--- src/rtl/issue_sel_pkg.sv ---
package issue_sel_pkg;

  // Strobes the control half hands to the pool datapath each cycle.
  typedef struct packed {
    logic doPush;    // accept the enqueue port this cycle
    logic doIssue;   // remove entries picked for issue
    logic doSquash;  // flush younger entries
  } selStrobe_t;

endpackage

--- src/rtl/ready_pools.sv ---
module ready_pools
  import issue_sel_pkg::*;
#(
  parameter int NUM_CLASSES = 4,
  parameter int POOL_DEPTH  = 8,
  parameter int SEQ_W       = 8,
  parameter int PAY_W       = 8
) (
  input  logic                               clk,
  input  logic                               rstN,
  input  selStrobe_t                         strobe,
  input  logic [NUM_CLASSES-1:0]             popMask,
  input  logic [$clog2(NUM_CLASSES)-1:0]     enqClass,
  input  logic [SEQ_W-1:0]                   enqSeq,
  input  logic [PAY_W-1:0]                   enqPayload,
  input  logic [SEQ_W-1:0]                   squashSeq,
  output logic [NUM_CLASSES-1:0]             headValid,
  output logic [NUM_CLASSES-1:0][SEQ_W-1:0]  headSeq,
  output logic [NUM_CLASSES-1:0][PAY_W-1:0]  headPay,
  output logic [NUM_CLASSES-1:0]             poolFull
);

  localparam int CW = $clog2(NUM_CLASSES);
  localparam int DW = $clog2(POOL_DEPTH);

  // Wrap-aware age test: a is older than b when (a - b) is negative.
  function automatic logic older(input logic [SEQ_W-1:0] a, input logic [SEQ_W-1:0] b);
    logic [SEQ_W-1:0] diff;
    diff = a - b;
    return diff[SEQ_W-1];
  endfunction

  for (genvar c = 0; c < NUM_CLASSES; c++) begin : gPool
    logic [POOL_DEPTH-1:0] vld;
    logic [SEQ_W-1:0]      seqMem [POOL_DEPTH];
    logic [PAY_W-1:0]      payMem [POOL_DEPTH];
    logic [DW-1:0]         hIdx;
    logic                  hFound;
    logic [DW-1:0]         fIdx;
    logic                  isFull;
    logic                  pushHere;

    // Oldest valid entry of this class.
    always_comb begin
      hIdx   = '0;
      hFound = 1'b0;
      for (int d = 0; d < POOL_DEPTH; d++) begin
        if (vld[d] && (!hFound || older(seqMem[d], seqMem[hIdx]))) begin
          hIdx   = DW'(d);
          hFound = 1'b1;
        end
      end
    end

    // Lowest free slot.
    always_comb begin
      fIdx = '0;
      for (int d = POOL_DEPTH - 1; d >= 0; d--) begin
        if (!vld[d]) fIdx = DW'(d);
      end
    end

    assign isFull   = &vld;
    assign pushHere = strobe.doPush && (enqClass == CW'(c)) && !isFull;

    always_ff @(posedge clk) begin
      if (!rstN) begin
        vld <= '0;
      end else if (strobe.doSquash) begin
        for (int d = 0; d < POOL_DEPTH; d++) begin
          if (vld[d] && older(squashSeq, seqMem[d])) vld[d] <= 1'b0;
        end
      end else begin
        if (strobe.doIssue && popMask[c]) vld[hIdx] <= 1'b0;
        if (pushHere) vld[fIdx] <= 1'b1;
      end
    end

    always_ff @(posedge clk) begin
      if (pushHere) begin
        seqMem[fIdx] <= enqSeq;
        payMem[fIdx] <= enqPayload;
      end
    end

    assign headValid[c] = hFound;
    assign headSeq[c]   = seqMem[hIdx];
    assign headPay[c]   = payMem[hIdx];
    assign poolFull[c]  = isFull;
  end

endmodule

--- src/rtl/age_select_ctrl.sv ---
module age_select_ctrl
  import issue_sel_pkg::*;
#(
  parameter int NUM_CLASSES = 4,
  parameter int ISSUE_W     = 2,
  parameter int SEQ_W       = 8
) (
  input  logic                                         enqValid,
  input  logic                                         squashValid,
  input  logic [NUM_CLASSES-1:0]                       fuBusy,
  input  logic [NUM_CLASSES-1:0]                       headValid,
  input  logic [NUM_CLASSES-1:0][SEQ_W-1:0]            headSeq,
  output selStrobe_t                                   strobe,
  output logic [NUM_CLASSES-1:0]                       popMask,
  output logic [ISSUE_W-1:0]                           slotValid,
  output logic [ISSUE_W-1:0][$clog2(NUM_CLASSES)-1:0]  slotClass
);

  localparam int CW = $clog2(NUM_CLASSES);
  localparam int RW = $clog2(NUM_CLASSES + 1);

  function automatic logic older(input logic [SEQ_W-1:0] a, input logic [SEQ_W-1:0] b);
    logic [SEQ_W-1:0] diff;
    diff = a - b;
    return diff[SEQ_W-1];
  endfunction

  logic [NUM_CLASSES-1:0]         eligible;
  logic [NUM_CLASSES-1:0][RW-1:0] rank;

  assign eligible = headValid & ~fuBusy & {NUM_CLASSES{~squashValid}};

  // Age order of the class heads: rank = number of eligible heads ahead of it.
  always_comb begin
    for (int c = 0; c < NUM_CLASSES; c++) begin
      rank[c] = '0;
      for (int j = 0; j < NUM_CLASSES; j++) begin
        if (j != c && eligible[j] &&
            (older(headSeq[j], headSeq[c]) || (headSeq[j] == headSeq[c] && j < c)))
          rank[c] = rank[c] + RW'(1);
      end
      popMask[c] = eligible[c] && (rank[c] < RW'(ISSUE_W));
    end
  end

  for (genvar k = 0; k < ISSUE_W; k++) begin : gSlot
    always_comb begin
      slotValid[k] = 1'b0;
      slotClass[k] = '0;
      for (int c = 0; c < NUM_CLASSES; c++) begin
        if (popMask[c] && rank[c] == RW'(k)) begin
          slotValid[k] = 1'b1;
          slotClass[k] = CW'(c);
        end
      end
    end
  end

  assign strobe.doPush   = enqValid && !squashValid;
  assign strobe.doIssue  = !squashValid;
  assign strobe.doSquash = squashValid;

endmodule

--- src/rtl/age_issue_select.sv ---
module age_issue_select
  import issue_sel_pkg::*;
#(
  parameter int NUM_CLASSES = 4,
  parameter int POOL_DEPTH  = 8,
  parameter int ISSUE_W     = 2,
  parameter int SEQ_W       = 8,
  parameter int PAY_W       = 8
) (
  input  logic                                         clk,
  input  logic                                         rstN,
  input  logic                                         enqValid,
  input  logic [$clog2(NUM_CLASSES)-1:0]               enqClass,
  input  logic [SEQ_W-1:0]                             enqSeq,
  input  logic [PAY_W-1:0]                             enqPayload,
  output logic [NUM_CLASSES-1:0]                       classFull,
  input  logic [NUM_CLASSES-1:0]                       fuBusy,
  input  logic                                         squashValid,
  input  logic [SEQ_W-1:0]                             squashSeq,
  output logic [ISSUE_W-1:0]                           issueValid,
  output logic [ISSUE_W-1:0][$clog2(NUM_CLASSES)-1:0]  issueClass,
  output logic [ISSUE_W-1:0][SEQ_W-1:0]                issueSeq,
  output logic [ISSUE_W-1:0][PAY_W-1:0]                issuePayload
);

  selStrobe_t                        strobe;
  logic [NUM_CLASSES-1:0]            popMask;
  logic [NUM_CLASSES-1:0]            headValid;
  logic [NUM_CLASSES-1:0][SEQ_W-1:0] headSeq;
  logic [NUM_CLASSES-1:0][PAY_W-1:0] headPay;

  age_select_ctrl #(
    .NUM_CLASSES(NUM_CLASSES), .ISSUE_W(ISSUE_W), .SEQ_W(SEQ_W)
  ) ctrl_i (
    .enqValid(enqValid), .squashValid(squashValid), .fuBusy(fuBusy),
    .headValid(headValid), .headSeq(headSeq), .strobe(strobe),
    .popMask(popMask), .slotValid(issueValid), .slotClass(issueClass)
  );

  ready_pools #(
    .NUM_CLASSES(NUM_CLASSES), .POOL_DEPTH(POOL_DEPTH), .SEQ_W(SEQ_W), .PAY_W(PAY_W)
  ) pools_i (
    .clk(clk), .rstN(rstN), .strobe(strobe), .popMask(popMask),
    .enqClass(enqClass), .enqSeq(enqSeq), .enqPayload(enqPayload),
    .squashSeq(squashSeq), .headValid(headValid), .headSeq(headSeq),
    .headPay(headPay), .poolFull(classFull)
  );

  always_comb begin
    for (int k = 0; k < ISSUE_W; k++) begin
      issueSeq[k]     = issueValid[k] ? headSeq[issueClass[k]] : '0;
      issuePayload[k] = issueValid[k] ? headPay[issueClass[k]] : '0;
    end
  end

endmodule

--- config.mk ---
export PLATFORM = sky130hd
export DESIGN_NAME = age_issue_select
export DESIGN_NICKNAME = d
export VERILOG_FILES = /design/src/rtl/issue_sel_pkg.sv /design/src/rtl/ready_pools.sv /design/src/rtl/age_select_ctrl.sv /design/src/rtl/age_issue_select.sv
export SDC_FILE = /design/constraint.sdc
export NUM_CORES = 2
export LEC_CHECK = 0
export ABC_CLOCK_PERIOD_IN_PS = 30900
export BUFFER_PORTS_ARGS = -buffer_cell sky130_fd_sc_hd__buf_4
export CAP_MARGIN = 5
export CORE_UTILIZATION = 38
export DETAILED_ROUTE_END_ITERATION = 8
export SLEW_MARGIN = 25
export SYNTH_ARGS = -nofsm -noshare
export SYNTH_HDL_FRONTEND = slang
export SYNTH_SLANG_ARGS = --single-unit
--- constraint.sdc ---
create_clock -name clk -period 30.9 [get_ports clk]
set_input_delay 6.18 -clock clk [delete_from_list [all_inputs] [get_ports clk]]
set_output_delay 6.18 -clock clk [all_outputs]
set_load 0.1 [all_outputs]
Word-level counts from Yosys, hierarchy flattened
Memories as Yosys holds them, arrays and structs flattened.
Index checks and enable logic that the tools add are counted.
- ROM bits: 0
- word-level logic and storage cells: 590
- memory bits (writable): 512
- latch bits: 0
- bits in registers: 32
- memories: 8
- multiplexer cells: 206
- shift-type cells: 0
- bitwise gates (word level): 16
- divide/modulo/power cells: 0
- magnitude comparators: 22
- add/subtract/negate cells: 80
- equality and inequality tests: 45
- $mul: 0
- reduce and logical (&&, ||, !) cells: 181
- memory list (memory ; depth ; bits a word ; rd ports ; clocked after Yosys merged registers in ; write ports ; RTL line ; text):
    pools_i.gPool[0].payMem ; 8 ; 8 ; 1 ; 0 ; 1 ; ready_pools.sv:36 ; logic [PAY_W-1:0] payMem [POOL_DEPTH];
    pools_i.gPool[0].seqMem ; 8 ; 8 ; 15 ; 0 ; 1 ; ready_pools.sv:35 ; logic [SEQ_W-1:0] seqMem [POOL_DEPTH];
    pools_i.gPool[1].payMem ; 8 ; 8 ; 1 ; 0 ; 1 ; ready_pools.sv:36 ;
    pools_i.gPool[1].seqMem ; 8 ; 8 ; 15 ; 0 ; 1 ; ready_pools.sv:35 ;
    pools_i.gPool[2].payMem ; 8 ; 8 ; 1 ; 0 ; 1 ; ready_pools.sv:36 ;
    pools_i.gPool[2].seqMem ; 8 ; 8 ; 15 ; 0 ; 1 ; ready_pools.sv:35 ;
    2 more memories ; -- ; -- ; -- ; -- ; -- ; -- ;
- operator list (operator ; count):
    8-bit subtractor ; 72
    8-bit two-way mux ; 28
    3-bit two-way mux ; 56
    1-bit logical AND ; 105
    1-bit two-way mux ; 98
    8-bit binary-select mux with 2-bit select ; 4
    2-bit by 1-bit inequality test with 1-bit output, second input constant ; 32
    8-bit equality test ; 6
    1-bit logical OR ; 34
    1-bit zero test ; 33
    8-bit bitwise AND ; 4
    3-bit by 4-bit less-than comparator with 1-bit output, second input constant ; 8
    8-bit NOT ; 4
    8-bit OR ; 4
    8-bit AND reduction ; 4
    3-bit by 1-bit adder with 3-bit output, second input constant ; 8
    1-bit demux with 3-bit select ; 8
    3-bit by 1-bit greater-or-equal comparator with 1-bit output, second input constant ; 8
    2-bit two-way mux ; 12
    3-bit by 1-bit equality test with 1-bit output, second input constant ; 4
    3-bit zero test ; 4
    3-bit by 2-bit less-than comparator with 1-bit output, second input constant ; 4
    4-bit bitwise AND ; 2
    2-bit by 3-bit less-than comparator with 1-bit output, second input constant ; 2
    other kinds (5) ; 6

Longest topological paths before layout
An unclocked memory read counts as a cell.
- word-level depth: 53
- gate-level depth with buffers: 122

Modules after synthesis
A second synthesis with hierarchy kept.
- cells, all modules: 4659
- area, all modules: 44224.9 µm²
- modules (own cells, without submodules) (module ; instances ; seq. area each (µm²) ; area an instance (µm²) ; cells an instance):
    ready_pools ; 1 ; 16015.4 ; 40506.3 ; 4223
    age_select_ctrl ; 1 ; 0.0 ; 2673.8 ; 322
    age_issue_select ; 1 ; 0.0 ; 1044.8 ; 114

Least setup slack after synthesis
OpenSTA, ideal clock, no wires.
- path kind: register to output
- start: memory pools_i.gPool[0].seqMem[0][6]
- end: output issuePayload[10] (netlist name)
- arrival: 24.094 ns
- stages on the path, launching flop included: 109
- slack: 0.626 ns
- path buffers: 13
- cells stage by stage: edfxtp_1 inv_1 ha_1 a41o_1 a21oi_1 o21ai_1 xnor2_1 o21ai_0 clkbuf_1 nor2_1 a21oi_1 ha_1 a21oi_1 o211ai_1 nor4_1 nand2_1 o32ai_1 or4_1 [... 73 more ...] clkbuf_1 o21ai_0 a211oi_1 ha_1 nand2_1 mux2_2 o21a_1 nor3_1 nor2_1 mux2_2 o21a_1 fa_1 nor2_1 o31ai_1 nor3b_2 clkbuf_1 nand2_1 a311oi_1
- RTL lines (element ; RTL line ; text):
    from (decl) ; ready_pools.sv:35 ;
    to (decl) ; age_issue_select.sv:23 ; output logic [ISSUE_W-1:0][PAY_W-1:0] issuePayload

==> flow_summary.toml <==
[run_status]
status = "finished clean"

[final_layout]
drive_above_1_share_pct = 11.6
layout_common_cells = "575 x nand2_1, 512 x edfxtp_1, 443 x ha_1, 379 x a21oi_1, 349 x nor2_1"
stdcell_count = 6411
design_area_um2 = 49200
area.growth.synth_to_final_pct = 13.5
nets = 5342
final_common_cell = "nand2_1"

[critical_path]
critical_path.slowest_cell = "or4b_2"
worstPathArrival_ns = 23.76
critPathMaxFanout = 39
slowest_delay_ns = 0.61
critPathBufInv = 11
path_class = "flip-flop to output pin"
cp-end-kind = "output pin"
crit_family = "compound AO/OA/AOI/OAI gates"
worstPathRequired_ns = 24.72
crit_path_start_kind = "flip-flop"

[placed_design]
port-buffer-count = 75
finalWeightedCongestion = 1.01
dp_hpwl_um = 119000
dpl-instance-area_um2 = 46100
place_inst = 6256

[die]
initial_utilization_pct = 38.4
die_h_um = 340
core_area_um2 = 113000
row_count = 123
die_w_um = 340
die_area_um2 = 115000
num_io_pins = 76

[sta]
worst_slew_pin_slew_ns = 1.08
min_period_ns = 29.94
setup_viol = 0
finalCritPeriodShare_pct = 96.9
maxSlewHeadroom_pct = 28.2
finClkSkew_ns = 0.0453
report.final.slew_viol_count = 0
hold_viol = 0
fmax_mhz = 33.4

[global_routing]
grt_max_degree = 41
antenna_found_initial = 5
grt_overflow = 0
grt_pass1_wl_um = 248000
grt_util_all_layers_pct = 28.4
grt_pass1_vias = 37200

[synthesis]
synth_seq_area_share_pct = 36.9
yosys-mux-area-fraction_pct = 4.39
synth_top_area_cell = "edfxtp_1"
ys_ff_latch = 544
synth_compound_area_share_pct = 21.3
ys_types = 121
netlist_instances = 4751
avgSynthCellArea_um2 = 9.12
netlist_area_um2 = 43300
synth_top_family_by_area = "compound AO/OA/AOI/OAI gates"
ys_async_sr_fraction_pct = 0
yosysWarnings = 0
synth_top_flop_cell = "edfxtp_1"
synth_area_leaders = "edfxtp_1 35%, ha_1 13%, nand2_1 5.1%, a21oi_1 4.5%, mux2i_1 3.5%"
synth-simple-area-share_pct = 16.7
synth-xor-area-share_pct = 2.66
synth_top_area_share_pct = 35.5
synth_fp_nets = 5232
synth-edff-count = 512
synthAdderAreaFrac_pct = 13.0

[clock_tree]
htree_num_levels = 3
cts_buffer_depth = 3
insertion_delay_ns = 0.67
cts_root_buf = "clkbuf_16"
cts_buffers = 67
cts_tree = "built"
clkSlewWorstSetupHoldPaths_ns = 0.06
clock_sinks = 544

[detailed_routing]
dr_total_vias = 39500
drt_first_pass_iters = 6
post-route-drc-count = 0
drtIter0Drc = 4776
wl_per_cell_um = 26.5
final_antenna_net_count = 0
drt_wl_total_um = 170000
via_per_inst = 6.16

[power_and_ir_drop]
p_per_area_nw_per_um2 = 36.4
max-vdd-ir-drop_uv = 49.2
leakage_nw = 20.1

[hold_path]
hp-class = "flip-flop to flip-flop"

[run]
maxCapViolCount = 0
power breakdown:
group / leakage [nW] / internal [mW] / switching [mW]
combinational: 14.1 / 0.0451 / 0.0983
clock: 1.11 / 0.491 / 0.348
sequential: 4.86 / 0.808 / 0.00243
cells in the mapped netlist (11+ instances only):
master,count
a2111oi_0,15
a211o_1,17
a211oi_1,58
a21boi_0,15
a21o_1,121
a21oi_1,386
a221o_1,30
a221oi_1,44
a22oi_1,13
a311oi_1,25
a31oi_1,57
a32oi_1,14
and2_1,29
and3_1,55
buf_1,16
buf_2,17
clkbuf_1,165
dfxtp_1,32
edfxtp_1,512
ha_1,443
inv_1,305
mux2_2,25
mux2i_1,153
nand2_1,587
nand2b_1,97
nand3_1,122
nand4_1,42
nor2_1,360
nor2b_1,68
nor3_1,63
nor4_1,15
o211ai_1,79
o21a_1,48
o21ai_0,256
o221ai_1,16
o22ai_1,19
o311a_1,11
o31a_1,11
o31ai_1,14
or2_2,19
or3_1,25
xnor2_1,101
xor2_1,20
cell type report:
type / count / area [um^2]
repair buffers: 259 / 2060
clock buffers: 72 / 1710
fillers: 10900 / 63600
diodes: 1 / 2.50
inverters: 309 / 1160
clock inverters: 46 / 588
multi-input cells: 3680 / 25800
flip-flops and latches: 544 / 16000
well taps: 1500 / 1880
state kept, by name, summed over array words and instances, names as in the netlist:
register              flops
pools_i.gPool.payMem    256
pools_i.gPool.seqMem    256
pools_i.gPool.vld        32
stage by stage:
step / power, mW / hold slack [ns] / TNS [ns] / utilization [%] / worst slack [ns]
2_1_floorplan: 0.901 / 0.551 / 0 / - / 0.626
3_3_place_gp: 0.962 / 0.609 / -38.00 / 40.8 / -1.35
3_5_place_dp: 0.964 / 0.623 / -37.24 / 40.8 / -1.31
4_1_cts: 1.80 / 0.638 / 0 / 42.9 / 0.0224
5_1_grt: 1.84 / 0.702 / -1.52 / 43.6 / -0.114
6_report: 1.79 / 0.668 / 0 / 43.6 / 0.962
metal layers:
metal | part of all wire [%] | vias up | routed length, um | track usage [%]
met1 | 43 | 19300 | 72500 | 39.3
met3 | 8.5 | 373 | 14400 | 4.19
met5 | 0 | - | 0 | 0
met2 | 45 | 1940 | 76000 | 44.8
met4 | 4.1 | 0 | 6950 | 10.9
li1 | - | 17800 | - | -
worst min-delay path: stages (launching register included):
cell     delay [ns]
dfxtp_1        0.39
a31oi_1        0.17
nor2b_1        0.06
cells by family after synthesis:
| kind of cell | after synthesis |
|---|---|
| simple gates | 1545 |
| compound gates | 1375 |
| flops | 544 |
| buf+inv | 530 |
| fa+ha+maj | 450 |
| mux | 182 |
| xor+xnor | 125 |
path summary, 6_finish.rpt:
path | start | endpoint | slack (ns) | cells past startpoint
worst max-delay path | pools_i.gPool[0].seqMem[0][5] | issueSeq[12] | 0.96 | 106
worst min-delay path | pools_i.gPool[0].vld[7] | pools_i.gPool[0].vld[7] | 0.67 | 2
worst min register to register | pools_i.gPool[0].vld[7] | pools_i.gPool[0].vld[7] | 0.67 | 2
worst max register to register | pools_i.gPool[0].seqMem[0][5] | pools_i.gPool[1].vld[3] | 8.72 | 105
what timing repair did:
action,CTS,global route
hold buffers,0,0
buffers inserted,0,32
gates resized for setup,22,105
cloned,0,4
pin swaps,1,18
endpoints found under the setup margin,38,38
Note: power is estimated with default switching activity, not from simulation.
